[src/rtl/ldu_pkg.sv]
// Shared constants for the load-use hazard and bypass block.
// Assumes a 32-bit instruction word with source fields at fixed positions.
package ldu_pkg;
    localparam int RS_LSB   = 21;
    localparam int RT_LSB   = 16;
    localparam int FLG_NRS  = 0;
    localparam int FLG_NRT  = 1;
    localparam int FLG_LOAD = 2;
    localparam int FLG_VEC  = 3;
    localparam int FLW      = 4;
endpackage

[src/rtl/ldu_hazard_detect.sv]
// Load-use hazard comparator.
// Compares the load destination of the instruction ahead with the read-stage
// source fields, each gated by its need flag. Purely combinational.
// Assumes register zero is never a real hazard target.
module ldu_hazard_detect #(
    parameter int AW = 5
) (
    input  logic          clk,
    input  logic          rst_n,
    input  logic [AW-1:0] src_a,
    input  logic [AW-1:0] src_b,
    input  logic          need_a,
    input  logic          need_b,
    input  logic          load_ahead,
    input  logic [AW-1:0] load_dest,
    output logic          hazard
);
    logic hit_a, hit_b;

    // Compare each needed source against the pending load destination.
    always_comb begin
        hit_a  = need_a && (src_a == load_dest);
        hit_b  = need_b && (src_b == load_dest);
        hazard = rst_n && load_ahead && (load_dest != '0) && (hit_a || hit_b);
    end

    assert_stall_only_after_load_R1: assert property (@(posedge clk) disable iff (!rst_n)
        hazard |-> load_ahead);
    assert_no_stall_on_zero_dest_R3: assert property (@(posedge clk) disable iff (!rst_n)
        hazard |-> (load_dest != '0));
    assert_stall_needs_flagged_source_R2: assert property (@(posedge clk) disable iff (!rst_n)
        hazard |-> (need_a || need_b));
endmodule

[src/rtl/ldu_regfile.sv]
// Scalar register file with a bypass from the writeback latch.
// Writes at the clock edge when enabled and the destination is nonzero.
// Read ports are combinational, and the writeback value takes priority over
// the stored value. Address zero always reads as zero.
module ldu_regfile #(
    parameter int XLEN  = 32,
    parameter int NREG  = 32,
    parameter int NPORT = 2,
    localparam int AW   = $clog2(NREG)
) (
    input  logic                       clk,
    input  logic                       rst_n,
    input  logic                       wr_en,
    input  logic [AW-1:0]              wr_addr,
    input  logic [XLEN-1:0]            wr_data,
    input  logic [NPORT-1:0][AW-1:0]   rd_addr,
    output logic [NPORT-1:0][XLEN-1:0] rd_data
);
    logic [XLEN-1:0] mem [NREG];

    // Storage: clear on reset, write nonzero destinations at the edge.
    always_ff @(posedge clk) begin
        if (!rst_n) begin
            for (int i = 0; i < NREG; i++) mem[i] <= '0;
        end else if (wr_en && wr_addr != '0) begin
            mem[wr_addr] <= wr_data;
        end
    end

    for (genvar p = 0; p < NPORT; p++) begin : g_port
        // Read port: zero register first, then bypass, then storage.
        always_comb begin
            if (rd_addr[p] == '0)
                rd_data[p] = '0;
            else if (wr_en && wr_addr == rd_addr[p])
                rd_data[p] = wr_data;
            else
                rd_data[p] = mem[rd_addr[p]];
        end

        assert_zero_reads_zero_R8: assert property (@(posedge clk) disable iff (!rst_n)
            (rd_addr[p] == '0) |-> (rd_data[p] == '0));
        assert_write_visible_R6: assert property (@(posedge clk) disable iff (!rst_n)
            ($past(wr_en) && $past(wr_addr) != '0 && $past(rst_n) &&
             rd_addr[p] == $past(wr_addr) && !(wr_en && wr_addr == rd_addr[p]))
            |-> (rd_data[p] == $past(wr_data)));
    end
endmodule

[src/rtl/ldu_hazard_bypass.sv]
// Top of the load-use hazard and operand bypass block.
// Detects a load-use hazard in the read stage. On a hazard it loads the
// all-zero shift no-op into the execute latch. It supplies the execute
// operands from the register file with writeback bypass. Assumes the
// surrounding pipeline holds fetch/read while stall is high.
module ldu_hazard_bypass #(
    parameter int XLEN   = 32,
    parameter int NREG   = 32,
    parameter int OPW    = 6,
    parameter int NOP_ID = 0,
    localparam int AW    = $clog2(NREG),
    localparam int FLW   = ldu_pkg::FLW
) (
    input  logic            clk,
    input  logic            rst_n,
    input  logic [XLEN-1:0] rd_word,
    input  logic [OPW-1:0]  rd_opcode,
    input  logic [FLW-1:0]  rd_flags,
    input  logic            ahead_load,
    input  logic [AW-1:0]   ahead_dest,
    input  logic            wb_en,
    input  logic [AW-1:0]   wb_dest,
    input  logic [XLEN-1:0] wb_value,
    output logic            stall,
    output logic [OPW-1:0]  ex_opcode,
    output logic [XLEN-1:0] ex_word,
    output logic [FLW-1:0]  ex_flags,
    output logic [XLEN-1:0] op_a,
    output logic [XLEN-1:0] op_b
);
    import ldu_pkg::*;

    localparam logic [OPW-1:0] KILL_OP = OPW'(NOP_ID);

    logic                      hazard;
    logic [1:0][AW-1:0]        src_addr;
    logic [1:0][XLEN-1:0]      src_data;

    ldu_hazard_detect #(.AW(AW)) u_detect (
        .clk        (clk),
        .rst_n      (rst_n),
        .src_a      (rd_word[RS_LSB +: AW]),
        .src_b      (rd_word[RT_LSB +: AW]),
        .need_a     (rd_flags[FLG_NRS]),
        .need_b     (rd_flags[FLG_NRT]),
        .load_ahead (ahead_load),
        .load_dest  (ahead_dest),
        .hazard     (hazard)
    );

    assign stall = hazard;

    // Execute latch: the no-op on reset or hazard, otherwise the read slot.
    always_ff @(posedge clk) begin
        if (!rst_n || hazard) begin
            ex_opcode <= KILL_OP;
            ex_word   <= '0;
            ex_flags  <= '0;
        end else begin
            ex_opcode <= rd_opcode;
            ex_word   <= rd_word;
            ex_flags  <= rd_flags;
        end
    end

    // Operand addresses come from the execute latch fields.
    always_comb begin
        src_addr[0] = ex_word[RS_LSB +: AW];
        src_addr[1] = ex_word[RT_LSB +: AW];
    end

    ldu_regfile #(.XLEN(XLEN), .NREG(NREG), .NPORT(2)) u_rf (
        .clk     (clk),
        .rst_n   (rst_n),
        .wr_en   (wb_en),
        .wr_addr (wb_dest),
        .wr_data (wb_value),
        .rd_addr (src_addr),
        .rd_data (src_data)
    );

    // Vector instructions get no scalar operands.
    always_comb begin
        op_a = ex_flags[FLG_VEC] ? '0 : src_data[0];
        op_b = ex_flags[FLG_VEC] ? '0 : src_data[1];
    end

    assert_kill_inserts_nop_R4: assert property (@(posedge clk) disable iff (!rst_n)
        stall |=> (ex_word == '0 && ex_opcode == KILL_OP && ex_flags == '0));
    assert_slot_passes_R5: assert property (@(posedge clk) disable iff (!rst_n)
        !stall |=> (ex_word == $past(rd_word) && ex_flags == $past(rd_flags)));
    assert_vector_no_operands_R9: assert property (@(posedge clk) disable iff (!rst_n)
        ex_flags[FLG_VEC] |-> (op_a == '0 && op_b == '0));
    assert_reset_clears_latch_R10: assert property (@(posedge clk)
        !rst_n |=> (ex_word == '0 && ex_opcode == KILL_OP));
endmodule

[config.mk]
export PLATFORM = sky130hd
export DESIGN_NAME = ldu_hazard_bypass
export DESIGN_NICKNAME = d
export VERILOG_FILES = /design/src/rtl/ldu_pkg.sv /design/src/rtl/ldu_hazard_detect.sv /design/src/rtl/ldu_regfile.sv /design/src/rtl/ldu_hazard_bypass.sv
export SDC_FILE = /design/constraint.sdc
export NUM_CORES = 2
export LEC_CHECK = 0
export ABC_AREA = 0
export BUFFER_PORTS_ARGS = -buffer_cell sky130_fd_sc_hd__buf_2
export CAP_MARGIN = 20
export CORE_MARGIN = 2
export CORE_UTILIZATION = 25
export CTS_CLUSTER_DIAMETER = 150
export DETAILED_ROUTE_END_ITERATION = 6
export PLACE_DENSITY = 0.46
export SYNTH_ARGS = -nofsm -noshare
export SYNTH_HDL_FRONTEND = slang
export SYNTH_SLANG_ARGS = --single-unit
[constraint.sdc]
create_clock -name clk -period 5.5 [get_ports clk]
set_input_delay 1.1 -clock clk [delete_from_list [all_inputs] [get_ports clk]]
set_output_delay 1.1 -clock clk [all_outputs]
set_load 0.02 [all_outputs]
==> summary.md <==
The relative max-transition margin was 22.5%; the number of buffers and inverters on the critical path was 3. The first TritonRoute pass finished after 6 iterations. The die extent in y is 478 um, and the number of ports placed on the die boundary is 195.

Of the cells placed in the final design, the portion with a size suffix greater than 1 is 26.5%. A synthesized cell averages 14.6 um2. The number of instances in the synthesized netlist was 3842; the clock slew at the register clock pins of the worst setup and hold paths was 0.06 ns.

The logs give 0.220 mV for the maximum resistive drop on vdd and 4.40 ns for the required time of the critical path. The floorplan step defined a die boundary enclosing 229000 um2. The mapped netlist covers 56200 um2. The number of gates resized after CTS was 0. The number of enable-type register cells in the synthesized netlist came out at 1024. For the Yosys warning count, the log shows 0. The final total negative setup slack came out at 0 ns. For the pin with the worst max-slew slack, the measured transition is 1.15 ns. By area the synthesized netlist is led by sky130_fd_sc_hd__edfxtp_1, sky130_fd_sc_hd__mux4_2, sky130_fd_sc_hd__and2_1. The H-tree was split into 3 levels.

Summed over all layers, the global routing overflow is 0. In this run, distinct cell masters in the synthesized netlist total 56. TritonCTS built the clock tree. The type of the most critical hold path is input port to flip-flop. After detailed routing, the number of vias per cell comes to 5.16. Clock tree synthesis found a total of 1066 sinks. Of all flip-flops after synthesis, the portion carrying an async set or reset was 0%. Buffers placed on the I/O ports in this run total 194.

Global routing used 19.5% of the available tracks across all layers. Setup repair after global routing left no endpoint under its margin. The shortest clock period the worst path allows after layout works out to 5.31 ns.

The number of setup violations in the final report is 0. The sequential-to-total area share from yosys stat was 56.2%; the weighted congestion at the end of routability-driven global placement was 0.848. The cell that appears most often on the critical path is sky130_fd_sc_hd__buf_4. In the finished design, the share of the clock period the worst path needs comes to 96.6%.

For this design the ratio of total power to cell area is 313 nW/um2. STA classifies the critical path endpoint as a primary output. For the worst setup path, the data arrival time is 4.21 ns.

The run gives 0 as the number of antenna-violating nets in the routed design. The number of buffers created by CTS is 117. Relative to the synthesized area, the layout overhead comes to 16.1%.

The global-route wire length before repair came out at 313 mm. Family of cells with the greatest summed delay on the critical path: compound AO/OA/AOI/OAI gates. Among all flip-flop cells after synthesis, the most frequent one is sky130_fd_sc_hd__edfxtp_1. The pin count of the biggest net entering global routing is 67, and the maximum buffer depth of the clock tree is 3. From left edge to right edge, the die measures 478 um.

The number of antenna violations at the first check in global routing was 9; the area of the multi-input gates was 23400 um2. The tools report the beginning of the critical path as ex_word[25]. The number of standard-cell rows in the floorplan was 174. For the estimated wirelength of the detail-placed design, the log shows 141 mm. The critical path goes through buf_4, xor2_1, nor4_1, buf_4, a21oi_4, o21ai_0, o2111a_1, buf_2. Beginning of the worst hold path: rd_word[31]. Summed over all instances, the cell type with the most area after synthesis is sky130_fd_sc_hd__edfxtp_1. In this run the standard cell core region covers 224000 um2.

In this run the post-CTS setup repair buffer count came out at 0. Across the whole layout, storage elements account for 31600 um2. Max-capacitance violation count: 0.

The final number of hold-violating endpoints was 0; the biggest fanout along the worst timing path was 19. Once placement completed, the tool counted placed cells totaling 6833. The net count of the finished layout is 4049. In this run the static leakage power is 0.0215 uW. Number of cells in the finished layout apart from fillers: 7055. The slowest stage cell on the critical path is sky130_fd_sc_hd__a21oi_4.

Based on the critical path, the design can be clocked at up to 0.188 GHz. Count of hold buffers inserted by post-cts repair: 0. The cell at the root of the clock tree is sky130_fd_sc_hd__clkbuf_16. For the number of inserted filler cells in the final layout, the log shows 22500. The logs give 0 for the residual DRC count and 4104 for the starting DRC count in detailed routing.

Worst setup path category: flip-flop to primary output. The routed design has 228 mm of wire. The final count of pins violating max slew was 0; the top cell type's share of synthesized area was 54.7%. The starting density of the core was 25.1%; the detailed-route wire length per cell was 32.3 um. The final route contains 36400 vias. The largest stage delay on the critical path works out to 0.80 ns. The flow ran to the end, and the final reports show no timing, DRC or antenna violations.

The worst setup path is launched from a flip-flop. The number of synthesized register bits works out to 1066. The tools report the number of global-route vias before repair as 37600.
cells in the mapped netlist, types with 42 or more instances:
cell type / instances
sky130_fd_sc_hd__a21oi_1: 60
sky130_fd_sc_hd__a221o_1: 47
sky130_fd_sc_hd__a221oi_1: 67
sky130_fd_sc_hd__a22oi_1: 96
sky130_fd_sc_hd__and2_1: 1040
sky130_fd_sc_hd__buf_2: 57
sky130_fd_sc_hd__clkbuf_1: 300
sky130_fd_sc_hd__dfxtp_1: 42
sky130_fd_sc_hd__edfxtp_1: 1024
sky130_fd_sc_hd__mux2i_1: 187
sky130_fd_sc_hd__mux4_2: 419
sky130_fd_sc_hd__o21ai_0: 96
sky130_fd_sc_hd__o22ai_1: 66
final cells by class:
type                    instances  area share, %
diodes                          7         0.0268
clock buffers                 155           4.95
clock inverters                59          0.734
inverters                       6         0.0364
multi-input cells            2382           35.8
flip-flops and latches       1066           48.5
well taps                    2992           5.74
repair buffers                388           4.23
placed cells by master (no fill, tap or decap), types with 35 or more instances in the layout:
cell type / instances
sky130_fd_sc_hd__a221o_1: 47
sky130_fd_sc_hd__dfxtp_1: 35
sky130_fd_sc_hd__o21ai_0: 66
sky130_fd_sc_hd__buf_4: 168
sky130_fd_sc_hd__edfxtp_1: 1024
sky130_fd_sc_hd__o22ai_1: 66
sky130_fd_sc_hd__a221oi_1: 67
sky130_fd_sc_hd__buf_2: 193
sky130_fd_sc_hd__mux4_2: 419
sky130_fd_sc_hd__and2_1: 1038
sky130_fd_sc_hd__a21oi_1: 57
sky130_fd_sc_hd__a22oi_1: 96
sky130_fd_sc_hd__clkbuf_16: 122
sky130_fd_sc_hd__mux2i_1: 187
per-stage QoR:
step | setup WS, ns | hold WS [ns] | util, % | area (um2) | power, uW
2_1_floorplan | 0.725 | 1.22 | - | 56300 | 11300
3_3_place_gp | 0.491 | 1.30 | 27.4 | 61500 | 12600
3_5_place_dp | 0.644 | 1.30 | 27.4 | 61500 | 12600
4_1_cts | 0.114 | 0.498 | 29.1 | 65200 | 20500
5_1_grt | 0.0781 | 0.546 | 29.1 | 65200 | 20900
6_report | 0.186 | 0.561 | 29.1 | 65200 | 20400
worst paths after layout:
path | to | slack [ns] | depth (start not counted)
worst min-delay path | ex_word[31] | 0.56 | 2
worst max-delay path | op_a[10] | 0.19 | 8
where the power goes:
part	switching [uW]	total, uW	internal (uW)
Clock	3450	7910	4460
Combinational	1840	2890	1050
Sequential	264	9600	9340
registers in the layout, indices dropped and copies added, names as in the netlist:
| name | cells |
|---|---|
| ex_flags | 4 |
| ex_opcode | 6 |
| ex_word | 32 |
| u_rf.mem | 1024 |
kinds of logic after synthesis:
family                    Yosys count  synth area share, %
AOI/OAI and AO/OA                 525                 6.83
xor gates and xnor gates           20                0.312
buffers and inverters             425                 3.58
DFF                              1066                 56.2
muxes                             608                 20.2
other                               1              0.00667
and+or+nand+nor                  1197                 12.9
metal layers:
metal,GRT usage [%],vias up,routed length [um]
met5,0,-,8
met4,9.56,2,12100
met3,2.74,412,13400
met2,33.4,1602,113000
met1,24.0,19300,89600
li1,-,15100,-
Note: power is estimated with default switching activity, not from simulation.
